File: config.mk
export PLATFORM = sky130hd
export DESIGN_NAME = showcyc_ctrl
export DESIGN_NICKNAME = d
export VERILOG_FILES = /design/src/rtl/showcyc_pkg.sv /design/src/rtl/showcyc_mode_reg.sv /design/src/rtl/showcyc_mirror.sv /design/src/rtl/showcyc_arbiter.sv /design/src/rtl/showcyc_ctrl.sv
export SDC_FILE = /design/constraint.sdc
export NUM_CORES = 1
export LEC_CHECK = 0
export ABC_AREA = 1
export BUFFER_PORTS_ARGS = -buffer_cell sky130_fd_sc_hd__buf_2
export CAP_MARGIN = 20
export CORE_MARGIN = 4
export CORE_UTILIZATION = 35
export DETAILED_ROUTE_END_ITERATION = 10
export PLACE_DENSITY = 0.61
export SYNTH_ARGS = -nofsm -noshare
export SYNTH_HDL_FRONTEND = slang
export SYNTH_SLANG_ARGS = --single-unit
File: constraint.sdc
create_clock -name clk -period 1.1 [get_ports clk]
set_input_delay 0.33 -clock clk [delete_from_list [all_inputs] [get_ports clk]]
set_output_delay 0.33 -clock clk [all_outputs]
set_load 0.02 [all_outputs]
File: src/rtl/showcyc_pkg.sv
package showcyc_pkg;

  typedef enum logic [1:0] {
    SC_OFF      = 2'b00,
    SC_NOARB    = 2'b01,
    SC_ARB      = 2'b10,
    SC_ARB_HALT = 2'b11
  } sc_mode_e;

  function automatic logic mode_mirrors(input sc_mode_e m);
    return (m != SC_OFF);
  endfunction

  function automatic logic mode_arbitrates(input sc_mode_e m);
    return (m != SC_NOARB);
  endfunction

  function automatic logic mode_halts(input sc_mode_e m);
    return (m == SC_ARB_HALT);
  endfunction

endpackage

File: src/rtl/showcyc_mode_reg.sv
module showcyc_mode_reg
  import showcyc_pkg::*;
#(
  parameter logic [1:0] RESET_MODE = 2'b00
) (
  input  logic       clk,
  input  logic       rst_n,
  input  logic [1:0] mode_in,
  input  logic       xfer_valid,
  input  logic       show_busy,
  output logic [1:0] mode_q,
  output logic       mirror_en,
  output logic       arb_en,
  output logic       halt_en
);

  logic       mode_ce;
  sc_mode_e   mode_cur;

  // Mode is adopted only in a gap between transfers.
  always_comb begin
    mode_ce = !xfer_valid && !show_busy;
  end

  always_ff @(posedge clk or negedge rst_n) begin
    if (!rst_n) begin
      mode_q <= RESET_MODE;
    end else if (mode_ce) begin
      mode_q <= mode_in;
    end
  end

  always_comb begin
    mode_cur  = sc_mode_e'(mode_q);
    mirror_en = mode_mirrors(mode_cur);
    arb_en    = mode_arbitrates(mode_cur);
    halt_en   = mode_halts(mode_cur);
  end

endmodule

File: src/rtl/showcyc_mirror.sv
module showcyc_mirror #(
  parameter int ADDR_W = 24,
  parameter int DATA_W = 16
) (
  input  logic              clk,
  input  logic              rst_n,
  input  logic              xfer_valid,
  input  logic [ADDR_W-1:0] xfer_addr,
  input  logic [DATA_W-1:0] xfer_data,
  input  logic              xfer_write,
  input  logic              mirror_en,
  input  logic              grant_q,
  output logic              show_q,
  output logic [ADDR_W-1:0] cap_addr,
  output logic [DATA_W-1:0] cap_data,
  output logic              cap_write
);

  logic launch;

  always_comb begin
    launch = xfer_valid && mirror_en && !grant_q;
  end

  always_ff @(posedge clk or negedge rst_n) begin
    if (!rst_n) begin
      show_q <= 1'b0;
    end else begin
      show_q <= launch;
    end
  end

  always_ff @(posedge clk or negedge rst_n) begin
    if (!rst_n) begin
      cap_addr  <= '0;
      cap_data  <= '0;
      cap_write <= 1'b0;
    end else if (launch) begin
      cap_addr  <= xfer_addr;
      cap_data  <= xfer_data;
      cap_write <= xfer_write;
    end
  end

endmodule

File: src/rtl/showcyc_arbiter.sv
module showcyc_arbiter (
  input  logic clk,
  input  logic rst_n,
  input  logic ext_req,
  input  logic arb_en,
  input  logic halt_en,
  input  logic xfer_valid,
  input  logic show_busy,
  output logic grant_q,
  output logic halt_req
);

  logic boundary;
  logic grant_d;

  always_comb begin
    boundary = !xfer_valid && !show_busy;
    grant_d  = ext_req && arb_en && (grant_q || boundary);
  end

  always_ff @(posedge clk or negedge rst_n) begin
    if (!rst_n) begin
      grant_q <= 1'b0;
    end else begin
      grant_q <= grant_d;
    end
  end

  always_comb begin
    halt_req = grant_q && halt_en;
  end

endmodule

File: src/rtl/showcyc_ctrl.sv
module showcyc_ctrl #(
  parameter int         ADDR_W     = 24,
  parameter int         DATA_W     = 16,
  parameter logic [1:0] RESET_MODE = 2'b00
) (
  input  logic              clk,
  input  logic              rst_n,
  input  logic [1:0]        mode_sel,
  input  logic              xfer_valid,
  input  logic [ADDR_W-1:0] xfer_addr,
  input  logic [DATA_W-1:0] xfer_data,
  input  logic              xfer_write,
  input  logic              ext_req,
  output logic [ADDR_W-1:0] ext_addr,
  output logic [DATA_W-1:0] ext_data,
  output logic              ext_write,
  output logic              ext_addr_oe,
  output logic              ext_data_oe,
  output logic              show_stb,
  output logic              ext_grant,
  output logic              int_halt
);

  logic [1:0] mode_q;
  logic       mirror_en;
  logic       arb_en;
  logic       halt_en;
  logic       show_q;
  logic       grant_q;
  logic       halt_req;

  showcyc_mode_reg #(.RESET_MODE(RESET_MODE)) u_mode (
    .clk       (clk),
    .rst_n     (rst_n),
    .mode_in   (mode_sel),
    .xfer_valid(xfer_valid),
    .show_busy (show_q),
    .mode_q    (mode_q),
    .mirror_en (mirror_en),
    .arb_en    (arb_en),
    .halt_en   (halt_en)
  );

  showcyc_mirror #(.ADDR_W(ADDR_W), .DATA_W(DATA_W)) u_mirror (
    .clk       (clk),
    .rst_n     (rst_n),
    .xfer_valid(xfer_valid),
    .xfer_addr (xfer_addr),
    .xfer_data (xfer_data),
    .xfer_write(xfer_write),
    .mirror_en (mirror_en),
    .grant_q   (grant_q),
    .show_q    (show_q),
    .cap_addr  (ext_addr),
    .cap_data  (ext_data),
    .cap_write (ext_write)
  );

  showcyc_arbiter u_arb (
    .clk       (clk),
    .rst_n     (rst_n),
    .ext_req   (ext_req),
    .arb_en    (arb_en),
    .halt_en   (halt_en),
    .xfer_valid(xfer_valid),
    .show_busy (show_q),
    .grant_q   (grant_q),
    .halt_req  (halt_req)
  );

  always_comb begin
    ext_addr_oe = show_q;
    ext_data_oe = show_q;
    show_stb    = show_q;
    ext_grant   = grant_q;
    int_halt    = halt_req;
  end

endmodule

; Yosys cells after proc, flatten, opt, wreduce, memory -nomap -nowiden
; Cells that the tools add are included.
[op_classes]
addsub = 0
div = 0
n_bitwise = 0
n_mux = 0
reduce_logical = 11
n_eq_ne = 2
n_shift = 0
magnitude_cmp = 0
multipliers = 0
[ops]
columns = operator, n
row1 = logical AND 1 bit, 6
row2 = logical NOT 1 bit, 3
row3 = equality test 2 bit (second input constant), 1
row4 = != test 2 x 1 -> 1 bit (second input constant), 1
row5 = nonzero test 2 bit, 1
row6 = logical OR 1 bit, 1
[totals]
romBits = 0
register_bits = 45
elab_cells = 19
ramBits = 0
memories = 0
latchBits = 0
out_inout_bits = 46

; Longest topological paths before layout
[depth]
ltp_word = 4
mapped_depth = 6
ltp_nobuf = 5

; Cells and area by module
; A second synthesis with hierarchy kept.
[hier_totals]
cells_unflattened = 209
area_unflattened_um2 = 1956.9
[modules_own_cells]
columns = mod, seq_area_each_um2, cells_per_inst, n_inst, area_each_um2
row1 = showcyc_mirror, 1051.0, 186, 1, 1791.7
row2 = showcyc_mode_reg, 50.0, 14, 1, 102.6
row3 = showcyc_arbiter, 25.0, 7, 1, 47.5
row4 = showcyc_ctrl, 0.0, 2, 1, 15.0

; Worst setup path before layout
; OpenSTA, ideal clock, no wires.
[synth_path]
path_kind = register to output
start = register u_arb.grant_q
end = output port int_halt
path_buffers = 0
slack_ns = -0.102
path_stages_with_launch = 3
required_ns = 0.770
t_arrival_ns = 0.872
path_cell_list = dfrtp_1 > nand2_1 > nor2_1
[synth_via]
elab_chain_len = 1
[synth_rtl]
columns = item, line_no
row1 = "start, declared", showcyc_arbiter.sv:9  ; output logic grant_q,
row2 = "start signal, assigned", showcyc_arbiter.sv:25  ; grant_q <= grant_d;
row3 = logical AND 1 bit, showcyc_arbiter.sv:30  ; halt_req = grant_q && halt_en;
row4 = "end, declared", showcyc_ctrl.sv:21  ; output logic int_halt
; Every way passes these cells.

; Worst setup path in the final report
[layout_path]
start = register u_arb.grant_q
end = register u_mirror.cap_addr[22]
[layout_via]
elab_chain_len = 2
[layout_rtl]
columns = item, line_no
row1 = logical NOT 1 bit, showcyc_mirror.sv:22  ; launch = xfer_valid && mirror_en && !grant_q;
row2 = logical AND 1 bit, showcyc_mirror.sv:22
row3 = "end signal, assigned", showcyc_mirror.sv:39  ; cap_addr <= xfer_addr;
row4 = "end, declared", showcyc_mirror.sv:14  ; output logic [ADDR_W-1:0] cap_addr,
; Every way passes these cells.
; A chain may end at the register's enable or synchronous reset.

==> results.txt <==
- The flow ran to the end, but the final reports show violations.
- The final reports fail on negative setup slack.
- Measured against its own limit, the worst slew margin works out to roughly four fifths.
- Cells along the critical path: buf_12, nor2_4, nand2_8, clkbuf_16, nand2_2, nand2_1
- The tree built by TritonCTS fans out to between 40 and 50 sinks.
- Placeable core area: between 4000 and 5000 um2
* Post-placement worst setup slack: -0.0254 ns
- The clock arrives with a little under 0.005 ns of skew.
- Syn Area/Cell: roughly 9 um2
- After legalization and detailed placement, the total HPWL measured between 3000 and 4000 um.
- The post-route netlist has 68.9% of its cells at a drive strength greater than 1.
- In the post-route analysis, the smallest setup slack over all paths is -0.224 ns.
- Counting every instance in the synthesized netlist gives just under 200.
- Of the total power, the share spent switching nets is 38.0%.
- Per report_power, the sequential group accounts for around 34% of the total.
* Post-synthesis instance area: roughly 1800 um2
- Yosys warning total: 0
- Hold Fails Final Rpt: 0
- Yosys cell types: 11
- Via-to-Cell Ratio: approximately 4.5
* Data required time of the critical path: between 1 and 1.5 ns
* Max Used Layer: met4
- Counting I/O delays and the setup requirement, the final critical path takes about 1.3 ns.
- After the first detailed-routing iteration, the DRC count stood at 24.
- Routed wire length: ~5700 um
* Nature of the critical path startpoint: flip-flop
- Once placement finished, the instance area stood at 2360 um2.
- Routed length on met3: approximately 410 um
* Number of global-route vias before repair: ~1900
- Overall power consumption after layout is estimated at about 8 mW.
- Total gr overflow: 0
* Utilization of the core after routing: 72.0%
* Number of nets with antenna violations after detailed routing: 0
- Sequential standard cell area: around 1100 um2
- Worst-skew pair later-pin latency: just under 0.3 ns
- CTS Root Cell: clkbuf_8
- Worst hold margin: approximately 0.015 ns
- Per report_power, the combinational group accounts for between 50% and 60% of the total.
- In this run the static leakage power is ~1.8 nW.
* Clock tree from TritonCTS: built
* Data arrival time of the critical path: ~1.5 ns
- Pre-Repair DR Iteration Count: 4
- The clock network accounts for about an eighth of the total power.
* Synthesized Nets: about 250
- The multi-input combinational cells in the finished layout cover a total of 927 um2.
- On the worst path, the slowest cell contributes a delay of 0.45 ns.
- Max-cap violations in this run came to 0.
* Die H: about 80 um
- Layout net count: 380
- Starting Density: a little under two fifths
- Wire length on met1: roughly 2200 um
- Detailed-route DRC error count: 0
* Vias after detailed routing: between 1500 and 2000
* Post-synthesis sequential area ratio: 61.9%
- The count of buffers added on input and output ports is 92.
* Crit path kind: flip-flop to flip-flop
* Number of endpoints failing setup at the final stage: 88
* Count of standard-cell rows: 25
- The synthesized design contains 45 register bits.
- Highest fanout seen on the critical path: 8
- Fmax: around 760 MHz
* Design Area, Final: 3510 um2
- The path class of the tightest hold or removal check is input port to async pin.
- The count of pins over their slew limit came to 0.
- Setup repair after global routing could not meet its margin everywhere.
* Maximum number of pins on one net before global-route repair: between 40 and 50
- Transition at the pin with the smallest max-transition slack: 0.301 ns
- The internal power of the cells totals 4.90 mW.
* Layout overhead on the synthesized area: 93.1%
- Critical-path top delay cell: dfrtp_2
- Routed wl met2: 3040 um
- Net switching power: approximately 3 mW
* Initial antenna violation count: 0
- Die width: approximately 80 um
* Number of H-tree levels: 2
* Longest Clk Path Bufs: 2
- I/O pin cnt: a little over 90
- Maximum VDD drop: 0.00136 V
* Clock transition time at the flip-flop clock pins of the worst setup and hold paths: approximately 0.080 ns
* Layout filler cell count: 376
- Counting the buffers created by CTS gives 5.
* Global router's overall resource usage: 18.1%
- In the finished design, the share of the clock period the worst path needs comes to 120%.
* Wire length per cell after detailed routing: approximately 14 um
- Routability-driven placement finished with a final weighted congestion of 0.722.
* First-pass GRT wire length: 8940 um
- The worst setup path is captured at a flip-flop.
* Number of diodes added for antenna fixing: 0
- In this run the power density over the cells is approximately 2300 nW/um2.
- Die Outline Area: approximately 6400 um2
## cells by family (layout without fill, tap and decap cells)
logic type	after synthesis	in the layout	share of synthesized area [%]
DFF	45	45	61.9
buffers and inverters	18	153	6.33
AOI/OAI and AO/OA	3	3	0.825
and+or+nand+nor	133	133	30.9
## cell type report
class	instances	area share, %
well taps	67	2.39
repair buffers	141	36.3
flip-flops and latches	45	32.1
clock buffers	6	2.07
clock inverters	2	0.285
inverters	4	0.428
multi-input cells	136	26.4
## repair_timing
action                                  CTS  global route
hold buffers                              0             0
gates cloned                              5             1
resized for setup                       140            69
pin swaps                                23            25
endpoints found under the setup margin   72            88
setup buffers                            16            24
## metal layers
metal,GRT usage [%],up-vias
met4,3.55,0
met1,21.2,853
met3,7.06,4
li1,-,896
met2,31.5,62
met5,0,-
## sequential cells by signal (all words and copies together), names as in the netlist
name                cells
u_mirror.cap_write      1
u_arb.grant_q           1
u_mirror.cap_addr      24
u_mirror.cap_data      16
u_mode.mode_q           2
u_mirror.show_q         1
## worst max-delay path: cells and delay by family (launching register included)
family,cells,cell delay (ns)
buffers and inverters,2,0.34
DFF,1,0.45
and+or+nand+nor,4,0.43
## power by group through the flow
stage                     Sequential, mW  Combinational, mW  Clock [mW]
final                               2.68               4.25       0.975
after global routing                2.74               4.55        1.08
after CTS                           2.62               3.51        1.01
after detailed placement            2.50               2.29           0
after global placement              2.50               2.25           0
after floorplan                     3.16              0.749           0
## layout by cell type, fill, tap and decap left out, types with 4 or more instances in the layout
master,Yosys,final
buf_12,0,7
nand2_1,85,31
buf_2,8,46
buf_6,4,47
dfrtp_1,45,43
nand2_4,0,16
nand2_2,2,39
buf_8,0,4
nand3_1,41,20
clkbuf_8,0,5
nand3_2,0,20
buf_4,2,35
## stage by stage
| step | std cells | setup TNS, ns |
|---|---|---|
| after floorplan | 199 | 0 |
| after global placement | 353 | -0.389 |
| after detailed placement | 353 | -0.234 |
| after CTS | 381 | -10.03 |
| after global routing | 401 | -14.64 |
| final | 401 | -11.26 |
## cells in the mapped netlist
library cell | count | share of area (%)
nand2_2 | 2 | 0.69
buf_4 | 2 | 0.83
dfrtp_1 | 45 | 62
nand3_1 | 41 | 11
o21ai_0 | 3 | 0.83
buf_6 | 4 | 2.5
buf_2 | 8 | 2.2
inv_1 | 4 | 0.83
nand2_1 | 85 | 18
nor2_4 | 1 | 0.62
nor2_1 | 4 | 0.83
## worst paths after layout
check | startpoint | endpoint | slack, ns | cells past startpoint
worst max-delay path | u_arb.grant_q | u_mirror.cap_addr[22] | -0.22 | 6
worst min-delay path | rst_n | u_mirror.cap_addr[14] | 0.01 | 2
worst max register to register | u_arb.grant_q | u_mirror.cap_addr[22] | -0.22 | 6
worst min register to register | u_mirror.cap_data[3] | u_mirror.cap_data[3] | 0.52 | 2
max in group asynchronous | rst_n | u_arb.grant_q | 0.87 | 2
min in group clk | mode_sel[0] | u_mode.mode_q[0] | 0.25 | 3
Power figures use the tool's default switching activity.
